### src/rtl/maf_pkg.sv
package maf_pkg;
  localparam int ADDR_BYTES = 6;
  localparam int ADDR_W     = ADDR_BYTES * 8;

  typedef logic [ADDR_W-1:0] mac_addr_t;

  typedef struct packed {
    logic cam_en;
    logic invert;
    logic acc_bcast;
    logic acc_mcast;
    logic acc_ucast;
  } filt_cmd_t;

  typedef enum logic [1:0] {KIND_UCAST, KIND_MCAST, KIND_BCAST} addr_kind_t;

  function automatic addr_kind_t classify(mac_addr_t a);
    if (&a)              return KIND_BCAST;
    if (a[ADDR_W-8])     return KIND_MCAST;
    return KIND_UCAST;
  endfunction
endpackage

### src/rtl/maf_regs.sv
module maf_regs
  import maf_pkg::*;
#(
  parameter int N_ENTRIES = 16,
  parameter int AW        = 8
) (
  input  logic                             clk_i,
  input  logic                             rst_ni,
  input  logic                             we_i,
  input  logic [AW-1:0]                    addr_i,
  input  logic [31:0]                      wdata_i,
  input  logic                             snap_i,
  output logic [N_ENTRIES-1:0][ADDR_W-1:0] ent_o,
  output logic [N_ENTRIES-1:0]             en_o,
  output filt_cmd_t                        cmd_o
);
  localparam int IDX_W = (N_ENTRIES > 1) ? $clog2(N_ENTRIES) : 1;
  localparam logic [AW-1:0] EN_ADDR  = AW'(N_ENTRIES * 8);
  localparam logic [AW-1:0] CMD_ADDR = AW'(N_ENTRIES * 8 + 4);
  localparam int CMD_W = $bits(filt_cmd_t);

  logic             word_ok, in_ent, is_hi;
  logic [IDX_W-1:0] idx;

  assign word_ok = we_i && (addr_i[1:0] == 2'b00);
  assign in_ent  = addr_i < EN_ADDR;
  assign is_hi   = !addr_i[2];
  assign idx     = addr_i[IDX_W+2:3];

  for (genvar i = 0; i < N_ENTRIES; i++) begin : g_ent
    logic [31:0] hi_q;
    logic [15:0] lo_q;
    always_ff @(posedge clk_i or negedge rst_ni) begin
      if (!rst_ni) begin
        hi_q <= '0;
        lo_q <= '0;
      end else if (word_ok && in_ent && idx == IDX_W'(i)) begin
        if (is_hi) hi_q <= wdata_i;
        else       lo_q <= wdata_i[31:16];
      end
    end
    // frame-start snapshot
    always_ff @(posedge clk_i or negedge rst_ni) begin
      if (!rst_ni)     ent_o[i] <= '0;
      else if (snap_i) ent_o[i] <= {hi_q, lo_q};
    end
  end

  logic [N_ENTRIES-1:0] en_q;
  filt_cmd_t            cmd_q;

  always_ff @(posedge clk_i or negedge rst_ni) begin
    if (!rst_ni) begin
      en_q  <= '0;
      cmd_q <= '0;
    end else if (word_ok) begin
      if (addr_i == EN_ADDR)  en_q  <= wdata_i[N_ENTRIES-1:0];
      if (addr_i == CMD_ADDR) cmd_q <= filt_cmd_t'(wdata_i[CMD_W-1:0]);
    end
  end

  always_ff @(posedge clk_i or negedge rst_ni) begin
    if (!rst_ni) begin
      en_o  <= '0;
      cmd_o <= '0;
    end else if (snap_i) begin
      en_o  <= en_q;
      cmd_o <= cmd_q;
    end
  end
endmodule

### src/rtl/maf_capture.sv
module maf_capture
  import maf_pkg::*;
(
  input  logic      clk_i,
  input  logic      rst_ni,
  input  logic      valid_i,
  input  logic      sof_i,
  input  logic [7:0] byte_i,
  output logic      start_o,
  output logic      last_o,
  output mac_addr_t addr_o
);
  localparam int CNT_W = $clog2(ADDR_BYTES);
  localparam logic [CNT_W-1:0] LAST_IDX = CNT_W'(ADDR_BYTES - 1);

  logic [ADDR_BYTES-2:0][7:0] buf_q;
  logic [CNT_W-1:0]           cnt_q;
  logic                       busy_q;

  assign start_o = valid_i && sof_i;
  assign last_o  = valid_i && !sof_i && busy_q && (cnt_q == LAST_IDX);

  for (genvar k = 0; k < ADDR_BYTES - 1; k++) begin : g_byte
    assign addr_o[ADDR_W-1-8*k -: 8] = buf_q[k];
  end
  assign addr_o[7:0] = byte_i;

  always_ff @(posedge clk_i or negedge rst_ni) begin
    if (!rst_ni) begin
      buf_q  <= '0;
      cnt_q  <= '0;
      busy_q <= 1'b0;
    end else if (start_o) begin
      buf_q[0] <= byte_i;
      cnt_q    <= CNT_W'(1);
      busy_q   <= 1'b1;
    end else if (valid_i && busy_q) begin
      if (last_o) begin
        cnt_q  <= '0;
        busy_q <= 1'b0;
      end else begin
        buf_q[cnt_q] <= byte_i;
        cnt_q        <= cnt_q + CNT_W'(1);
      end
    end
  end

  p_cnt_bound_r7: assert property (@(posedge clk_i) disable iff (!rst_ni)
    busy_q |-> (cnt_q != '0 && cnt_q <= LAST_IDX));
endmodule

### src/rtl/maf_cam.sv
module maf_cam
  import maf_pkg::*;
#(
  parameter int N_ENTRIES = 16
) (
  input  logic [N_ENTRIES-1:0][ADDR_W-1:0] ent_i,
  input  logic [N_ENTRIES-1:0]             en_i,
  input  mac_addr_t                        addr_i,
  output logic [N_ENTRIES-1:0]             hit_o
);
  for (genvar i = 0; i < N_ENTRIES; i++) begin : g_cmp
    assign hit_o[i] = en_i[i] && (ent_i[i] == addr_i);
  end
endmodule

### src/rtl/mac_addr_filter.sv
module mac_addr_filter
  import maf_pkg::*;
#(
  parameter int N_ENTRIES = 16,
  parameter int REG_AW    = $clog2(N_ENTRIES * 8 + 8)
) (
  input  logic              clk_i,
  input  logic              rst_ni,
  input  logic              reg_we_i,
  input  logic [REG_AW-1:0] reg_addr_i,
  input  logic [31:0]       reg_wdata_i,
  input  logic              byte_valid_i,
  input  logic              sof_i,
  input  logic [7:0]        byte_i,
  output logic              decision_valid_o,
  output logic              accept_o
);
  logic                             start, last;
  mac_addr_t                        addr_full;
  logic [N_ENTRIES-1:0][ADDR_W-1:0] snap_ent;
  logic [N_ENTRIES-1:0]             snap_en, hits;
  filt_cmd_t                        snap_cmd;

  maf_capture u_cap (
    .clk_i   (clk_i),
    .rst_ni  (rst_ni),
    .valid_i (byte_valid_i),
    .sof_i   (sof_i),
    .byte_i  (byte_i),
    .start_o (start),
    .last_o  (last),
    .addr_o  (addr_full)
  );

  maf_regs #(.N_ENTRIES(N_ENTRIES), .AW(REG_AW)) u_regs (
    .clk_i   (clk_i),
    .rst_ni  (rst_ni),
    .we_i    (reg_we_i),
    .addr_i  (reg_addr_i),
    .wdata_i (reg_wdata_i),
    .snap_i  (start),
    .ent_o   (snap_ent),
    .en_o    (snap_en),
    .cmd_o   (snap_cmd)
  );

  maf_cam #(.N_ENTRIES(N_ENTRIES)) u_cam (
    .ent_i  (snap_ent),
    .en_i   (snap_en),
    .addr_i (addr_full),
    .hit_o  (hits)
  );

  addr_kind_t kind;
  logic       type_ok, cam_ok, verdict;

  always_comb begin
    kind = classify(addr_full);
    unique case (kind)
      KIND_BCAST: type_ok = snap_cmd.acc_bcast;
      KIND_MCAST: type_ok = snap_cmd.acc_mcast;
      default:    type_ok = snap_cmd.acc_ucast;
    endcase
    cam_ok  = snap_cmd.cam_en && ((|hits) ^ snap_cmd.invert);
    verdict = type_ok || cam_ok;
  end

  always_ff @(posedge clk_i or negedge rst_ni) begin
    if (!rst_ni) begin
      decision_valid_o <= 1'b0;
      accept_o         <= 1'b0;
    end else begin
      decision_valid_o <= last;
      accept_o         <= last && verdict;
    end
  end

  p_valid_single_r7: assert property (@(posedge clk_i) disable iff (!rst_ni)
    decision_valid_o |=> !decision_valid_o);
  p_valid_after_byte_r7: assert property (@(posedge clk_i) disable iff (!rst_ni)
    decision_valid_o |-> $past(byte_valid_i));
  p_no_hit_all_off_r3: assert property (@(posedge clk_i) disable iff (!rst_ni)
    (snap_en == '0) |-> (hits == '0));
  p_cmd_zero_reject_r6: assert property (@(posedge clk_i) disable iff (!rst_ni)
    (last && snap_cmd == '0) |=> (decision_valid_o && !accept_o));
  p_bcast_take_r5: assert property (@(posedge clk_i) disable iff (!rst_ni)
    (last && snap_cmd.acc_bcast && (&addr_full)) |=> accept_o);
endmodule

### config.mk
export PLATFORM = sky130hd
export DESIGN_NAME = mac_addr_filter
export DESIGN_NICKNAME = d
export VERILOG_FILES = /design/src/rtl/maf_pkg.sv /design/src/rtl/maf_regs.sv /design/src/rtl/maf_capture.sv /design/src/rtl/maf_cam.sv /design/src/rtl/mac_addr_filter.sv
export SDC_FILE = /design/constraint.sdc
export NUM_CORES = 2
export LEC_CHECK = 0
export BUFFER_PORTS_ARGS = -buffer_cell sky130_fd_sc_hd__buf_2
export CAP_MARGIN = 20
export CELL_PAD_IN_SITES_DETAIL_PLACEMENT = 0
export CELL_PAD_IN_SITES_GLOBAL_PLACEMENT = 2
export CORE_AREA = 2 2 388 390
export CTS_CLUSTER_DIAMETER = 100
export CTS_CLUSTER_SIZE = 8
export DETAILED_ROUTE_END_ITERATION = 7
export DIE_AREA = 0 0 390 392
export PLACE_DENSITY_LB_ADDON = 0.1
export SLEW_MARGIN = 10
export SYNTH_ARGS = -nofsm -noshare
export SYNTH_HDL_FRONTEND = slang
export SYNTH_SLANG_ARGS = --single-unit
### constraint.sdc
create_clock -name clk_i -period 2.85 [get_ports clk_i]
set_input_delay 0.1425 -clock clk_i [delete_from_list [all_inputs] [get_ports clk_i]]
set_output_delay 0.1425 -clock clk_i [all_outputs]
set_load 0.005 [all_outputs]
# --- Word level (Yosys, flattened, before mapping) ---
# Cells that the tools add are included.
classes:
  addsub: 1
  magnitude_cmp: 3
  eq_ne: 37
  n_mux: 20
  bitwise: 4
  n_reduce_logical: 87
ops:
  columns: ["operator", "n"]
  rows:
  - ["$eq A48 B48 Y1", 16]
  - ["$reduce_and A2 Y1", 36]
  - ["$reduce_and A48 Y1", 1]
  - ["$logic_and A1 B1 Y1", 42]
  - ["$bwmux W40", 1]
  - ["$eq A4 B4 Y1 const B", 8]
  - ["$mux W8", 4]
  - ["$demux W8 S3", 1]
  - ["$eq A4 B3 Y1 const B", 4]
  - ["$eq A8 B8 Y1 const B", 2]
  - ["$reduce_or A16 Y1", 1]
  - ["$mux W3", 3]
  - ["$eq A4 B2 Y1 const B", 2]
  - ["$lt A8 B8 Y1 const B", 1]
  - ["$mux W2", 4]
  - ["$mux W1", 6]
  - ["$eq A4 B1 Y1 const B", 1]
  - ["$logic_not A4 Y1", 1]
  - ["$lt A3 B4 Y1 const B", 1]
  - ["$reduce_bool A2 Y1", 2]
  - ["$add A3 B1 Y3 const B", 1]
  - ["$eq A3 B3 Y1 const B", 1]
  - ["$ge A3 B1 Y1 const B", 1]
  - ["$not A1 Y1", 3]
  - ["other kinds (9)", 9]
totals:
  regBits: 1624
  out_inout_bits: 2
  elab_cells: 221

# --- Longest topological paths before layout ---
depth:
  depth_word: 9
  mapped_depth: 11

# --- Modules after synthesis ---
# From an unflattened synthesis, not the netlist that was laid out.
hier_totals:
  cells_unflattened: 4791
  hier_area_um2: 69994.6
modules_own_cells:
  columns: ["mod", "n_inst", "cells_each", "area_each_um2"]
  rows:
  - ["maf_regs", 1, 3443, 58921.5]
  - ["maf_cam", 1, 1194, 8932.3]
  - ["maf_capture", 1, 124, 1831.8]
  - ["mac_addr_filter", 1, 30, 309.0]

# --- Worst setup path before layout ---
# OpenSTA, ideal clock, no wires.
synth_path:
  path_kind: "flip-flop to flip-flop"
  from: "register u_cap.buf_q (netlist bit u_cap.addr_o[42])"
  to: "register accept_o"
  setup_time_ps: 124
  arrival_time_ps: 2142
  slack_ps: 584
  path_stages_with_launch: 11
  n_path_buf: 1
  period_less_slack_ps: 2266
  path_cell_list: "dfrtp_1 > buf_4 > xor2_1 > nor4_1 > nand4_1 > nor4_1 > or4_1 > or4_4 > nor3_1 > nand3b_1 > a21oi_2"
synth_between:
  elab_chain_cells: 7
synth_rtl:
  columns: ["item", "line", "text"]
  rows:
  - ["start: declaration", "maf_capture.sv:16", "logic [ADDR_BYTES-2:0][7:0] buf_q;"]
  - ["start signal: indexed assignment", "maf_capture.sv:42", "buf_q[cnt_q] <= byte_i;"]
  - ["$reduce_and A48 Y1 or $eq A48 B48 Y1 (tied branches)", "maf_pkg.sv:18, maf_cam.sv:12", null]
  - ["$mux W1 or $logic_and A1 B1 Y1 (tied branches)", "maf_pkg.sv:18, maf_cam.sv:12", null]
  - ["$mux W2 or $reduce_or A16 Y1 (tied branches)", "maf_pkg.sv:19, mac_addr_filter.sv:64", null]
  - ["$eq A2 B1 Y1 (tied with other cells)", "mac_addr_filter.sv:59", "unique case (kind)"]
  - ["$pmux W1 S2 or $logic_and A1 B1 Y1 (tied branches)", "mac_addr_filter.sv:59, mac_addr_filter.sv:64", null]
  - ["$logic_or A1 B1 Y1 *", "mac_addr_filter.sv:65", "verdict = type_ok || cam_ok;"]
  - ["$logic_and A1 B1 Y1 *", "mac_addr_filter.sv:74", "accept_o <= last && verdict;"]
  - ["end signal: assignment", "mac_addr_filter.sv:74", null]
  - ["end: declaration", "mac_addr_filter.sv:16", "output logic accept_o"]
# Mark *: on every way between the ends. The rest lies on a longest branch, timed or not.
# A chain may end at the register's enable or synchronous reset.

# --- Worst setup path after layout ---
layout_path:
  from: "register u_cap.buf_q (netlist bit u_cap.addr_o[17])"
  to: "register accept_o"
# The elaborated chain is that of the path after synthesis.

==> metrics.log <==
INFO  metric run_status = complete, but fails checks
INFO  metric violations_in_the_final_reports = setup timing
INFO  metric core_region_area = 149000 µm²
INFO  metric grt_pass1_wl = 346000 µm
INFO  metric io_buffers = 54
INFO  metric path_buf_inv = 4
INFO  metric power.density_cell_area = 803 nW/µm²
INFO  metric seq_area = 40700 µm²
INFO  metric initial_cell_density_of_the_core = 0.467
INFO  metric cts_num_sinks = 1624
INFO  metric report.final.hold_viol_count = 0
INFO  metric netlist_area = 69500 µm²
INFO  metric synth_top_area_cell = dfrtp_1
INFO  metric max_slew_margin = 0.207
INFO  metric clock.fmax = 0.332 GHz
INFO  metric syn_inst = 4786
INFO  metric clk_transition_reported_paths = 0.05 ns
INFO  metric fin_worst_hold_slack = 0.0387 ns
INFO  metric report.final.slew_viol_count = 0
INFO  metric netlist.area_leader.share = 0.584
INFO  metric yosys_warnings = 0
INFO  metric fin_crit_sh = 1.06
INFO  metric mean_instance_size_in_the_synthesized_netlist = 14.5 µm²
INFO  metric synth-main-ff-cell = dfrtp_1
INFO  metric drt_wl_total = 246000 µm
INFO  metric antenna_found_initial = 27
INFO  metric viasPerCell = 5.87
INFO  metric cellLeakagePower = 41.1 nW
INFO  metric worst_pin_slew = 1.19 ns
INFO  metric dp_hpwl = 160000 µm
INFO  metric ir_worst_vdd = 0.598 mV
INFO  metric cts_tree = done
INFO  metric cell_chain_critical_path = buf_12 -> buf_12 -> xor2_4 -> nor4_2 -> buf_4 -> nand4_1 -> or4_4 -> o41ai_4 -> buf_4 -> or4_4 -> nor3_2 -> nand3b_1 -> a21oi_2
INFO  metric boundaryPins = 55
INFO  metric drt_drc_violations_left = 0
INFO  metric grt_util_all_layers = 0.327
INFO  metric cts_max_level = 4
INFO  metric die_area = 153000 µm²
INFO  metric postLayoutCoreUtil = 0.548
INFO  metric worst_path_fanout_max = 4
INFO  metric worst_slack = -0.166 ns
INFO  metric worstSkewPairLatency = 0.85 ns
INFO  metric setup_total_negative_slack = -0.166 ns
INFO  metric cp-start-kind = flop
INFO  metric cts_inserted_buffers = 220
INFO  metric route.vias.total = 42.0k
INFO  metric required = 3.60 ns
INFO  metric clockBufferDepth = 3
INFO  metric final.min_clock_period = 3.02 ns
INFO  metric multi_input_area = 27600 µm²
INFO  metric timing.critical_path.max_delay_family = simple AND/OR/NAND/NOR gates
INFO  metric wl_per_cell = 34.5 µm
INFO  metric syn-num-nets = 4841
INFO  metric critPathMaxStageDelay = 0.59 ns
INFO  metric synthDistinctLibCells = 54
INFO  metric drt-initial-drc-count = 3162
INFO  metric worst_clock_skew = 0.0306 ns
INFO  metric total_setup_violations_reported_at_the_end_of_the_flow = 1
INFO  metric synth_top_cells_by_area = dfrtp_1 58%, mux2_2 26%, xor2_1 5.7%
INFO  metric placement.setup.worst_slack = -0.960 ns
INFO  metric clock-root-buffer = clkbuf_16
INFO  metric synth_enable_flop_cells = 0
INFO  metric ys_top_cells_by_count = 1624 x dfrtp_1, 1593 x mux2_2, 449 x xor2_1, 274 x xnor2_1, 172 x clkbuf_1
INFO  metric via_count_of_the_first_global_routing_pass = 43.4k
INFO  metric ys_seq_elements = 1624
INFO  metric drtAntennaViolNets = 0
INFO  metric finalPower = 65.5 mW
INFO  metric floorplan.die.height = 392 µm
INFO  metric placed_area = 75100 µm²
INFO  metric num-fill-cells = 12.4k
INFO  metric cap_viol_max_count = 0
INFO  metric area_growth = 17.4%
INFO  metric crit_type = reg -> reg
INFO  metric die_width = 390 µm
INFO  metric placed_cells = 6877
INFO  metric synthMostInstantiatedCell = dfrtp_1
INFO  metric crit_path_end_kind = flop
INFO  metric fin_cells = 7151
INFO  metric gp_routability_congestion = 0.888
INFO  metric design_area = 81600 µm²
INFO  metric cp_data_arrival_time = 3.76 ns
INFO  metric grt_max_degree = 133
INFO  metric synth-seq-area-share = 0.584
INFO  metric timing.hold.worst.class = in -> async
INFO  metric final_nets = 5228
INFO  metric floorplan.rows = 142
INFO  metric grt_setup_unrepaired = true
INFO  metric crit_slowest_cell = or4_4
INFO  metric asyncSetResetFlopFracSynth = 1.00
INFO  metric detail_route.first_pass.iterations = 5
INFO  metric grt.overflow.total = 0
INFO  metric fraction_of_final_layout_cells_sized_beyond_drive_strength_1 = 0.466
[logic make-up (layout without fill, tap and decap cells)]
family,Yosys count,after routing,synth area share
AOI/OAI and AO/OA,91,91,0.00889
xor gates and xnor gates,724,724,0.0913
adders and majority gates,2,2,0.000360
buffers and inverters,371,786,0.0252
DFF,1624,1624,0.584
muxes,1594,1594,0.258
other,0,6,0
and+or+nand+nor,380,380,0.0315
[flip-flops by register name, summed over array words and instances (netlist names)]
signal             flops
accept_o               1
decision_valid_o       1
u_cap.addr_o          40
u_cap.busy_q           1
u_cap.cnt_q            3
u_regs.cmd_o           5
u_regs.cmd_q           5
u_regs.en_o           16
u_regs.en_q           16
u_regs.ent_o         768
u_regs.g_ent.hi_q    512
u_regs.g_ent.lo_q    256
[cell type report]
class,instances,share of cell area
Antenna cell,6,0.000184
Clock buffer,237,0.0685
Clock inverter,13,0.00221
Inverter,44,0.00202
Multi-Input combinational cell,2791,0.338
Sequential cell,1624,0.499
Tap cell,1944,0.0298
Timing Repair Buffer,492,0.0604
[per-layer routing]
layer	share of wire	global-route usage
met3	0.051	0.0464
met5	0	0
met2	0.47	0.523
met1	0.44	0.450
met4	0.044	0.131
[where the power goes]
part           internal (mW)  leakage [nW]  switching [mW]
logic                   6.60          16.0            9.64
clock network           13.6          2.83            9.64
registers               24.6          22.3            1.42
total                   44.8          41.1            20.7
[worst reg2reg max path, stage by stage, from the launching register on]
cell,delay (ns)
dfrtp_4,0.55
buf_12,0.18
buf_12,0.14
xor2_4,0.20
nor4_2,0.24
buf_4,0.18
nand4_1,0.11
or4_4,0.59
o41ai_4,0.12
buf_4,0.20
or4_4,0.13
nor3_2,0.03
nand3b_1,0.17
a21oi_2,0.11
[cells in the final DEF (no fill, tap or decap), types with 16 or more instances in the layout]
cell,netlist,final
mux2_2,1593,1593
dfrtp_1,1624,1584
xor2_1,449,443
buf_4,29,322
xnor2_1,274,265
clkbuf_16,0,221
buf_12,0,105
nor4_1,125,101
nand4_1,98,98
nand2_1,65,61
buf_2,59,50
inv_1,43,43
dfrtp_2,0,36
o21ai_0,35,34
nand3_1,23,23
nor4_2,0,20
nor3_1,19,18
clkbuf_1,172,16
[path summary, 6_finish.rpt]
check,from,slack [ns],end,cells after the start
min in group clk_i,reg_wdata_i[17],0.06,u_regs.g_ent[3].lo_q[1]$_DFFE_PN0P_,2
worst min register to register,u_regs.g_ent[3].hi_q[21]$_DFFE_PN0P_,0.47,u_regs.ent_o[181]$_DFFE_PN0P_,1
worst max register to register,u_cap.addr_o[17]$_DFFE_PN0P_,-0.17,accept_o$_DFF_PN0_,13
max in group asynchronous,rst_ni,1.87,u_regs.g_ent[14].lo_q[0]$_DFFE_PN0P_,3
worst min-delay path,rst_ni,0.04,u_regs.ent_o[134]$_DFFE_PN0P_,3
worst max-delay path,u_cap.addr_o[17]$_DFFE_PN0P_,-0.17,accept_o$_DFF_PN0_,13
[what timing repair did]
| item | 4_1_cts | 5_1_grt |
|---|---|---|
| endpoints found under the setup margin | 1 | 1 |
| hold buffers | 8 | 0 |
| setup buffers | 11 | 3 |
| pin swaps | 8 | 15 |
| endpoints found under the hold margin | 1454 | 0 |
| gates resized for setup | 43 | 29 |
Note: power is estimated with default switching activity, not from simulation.
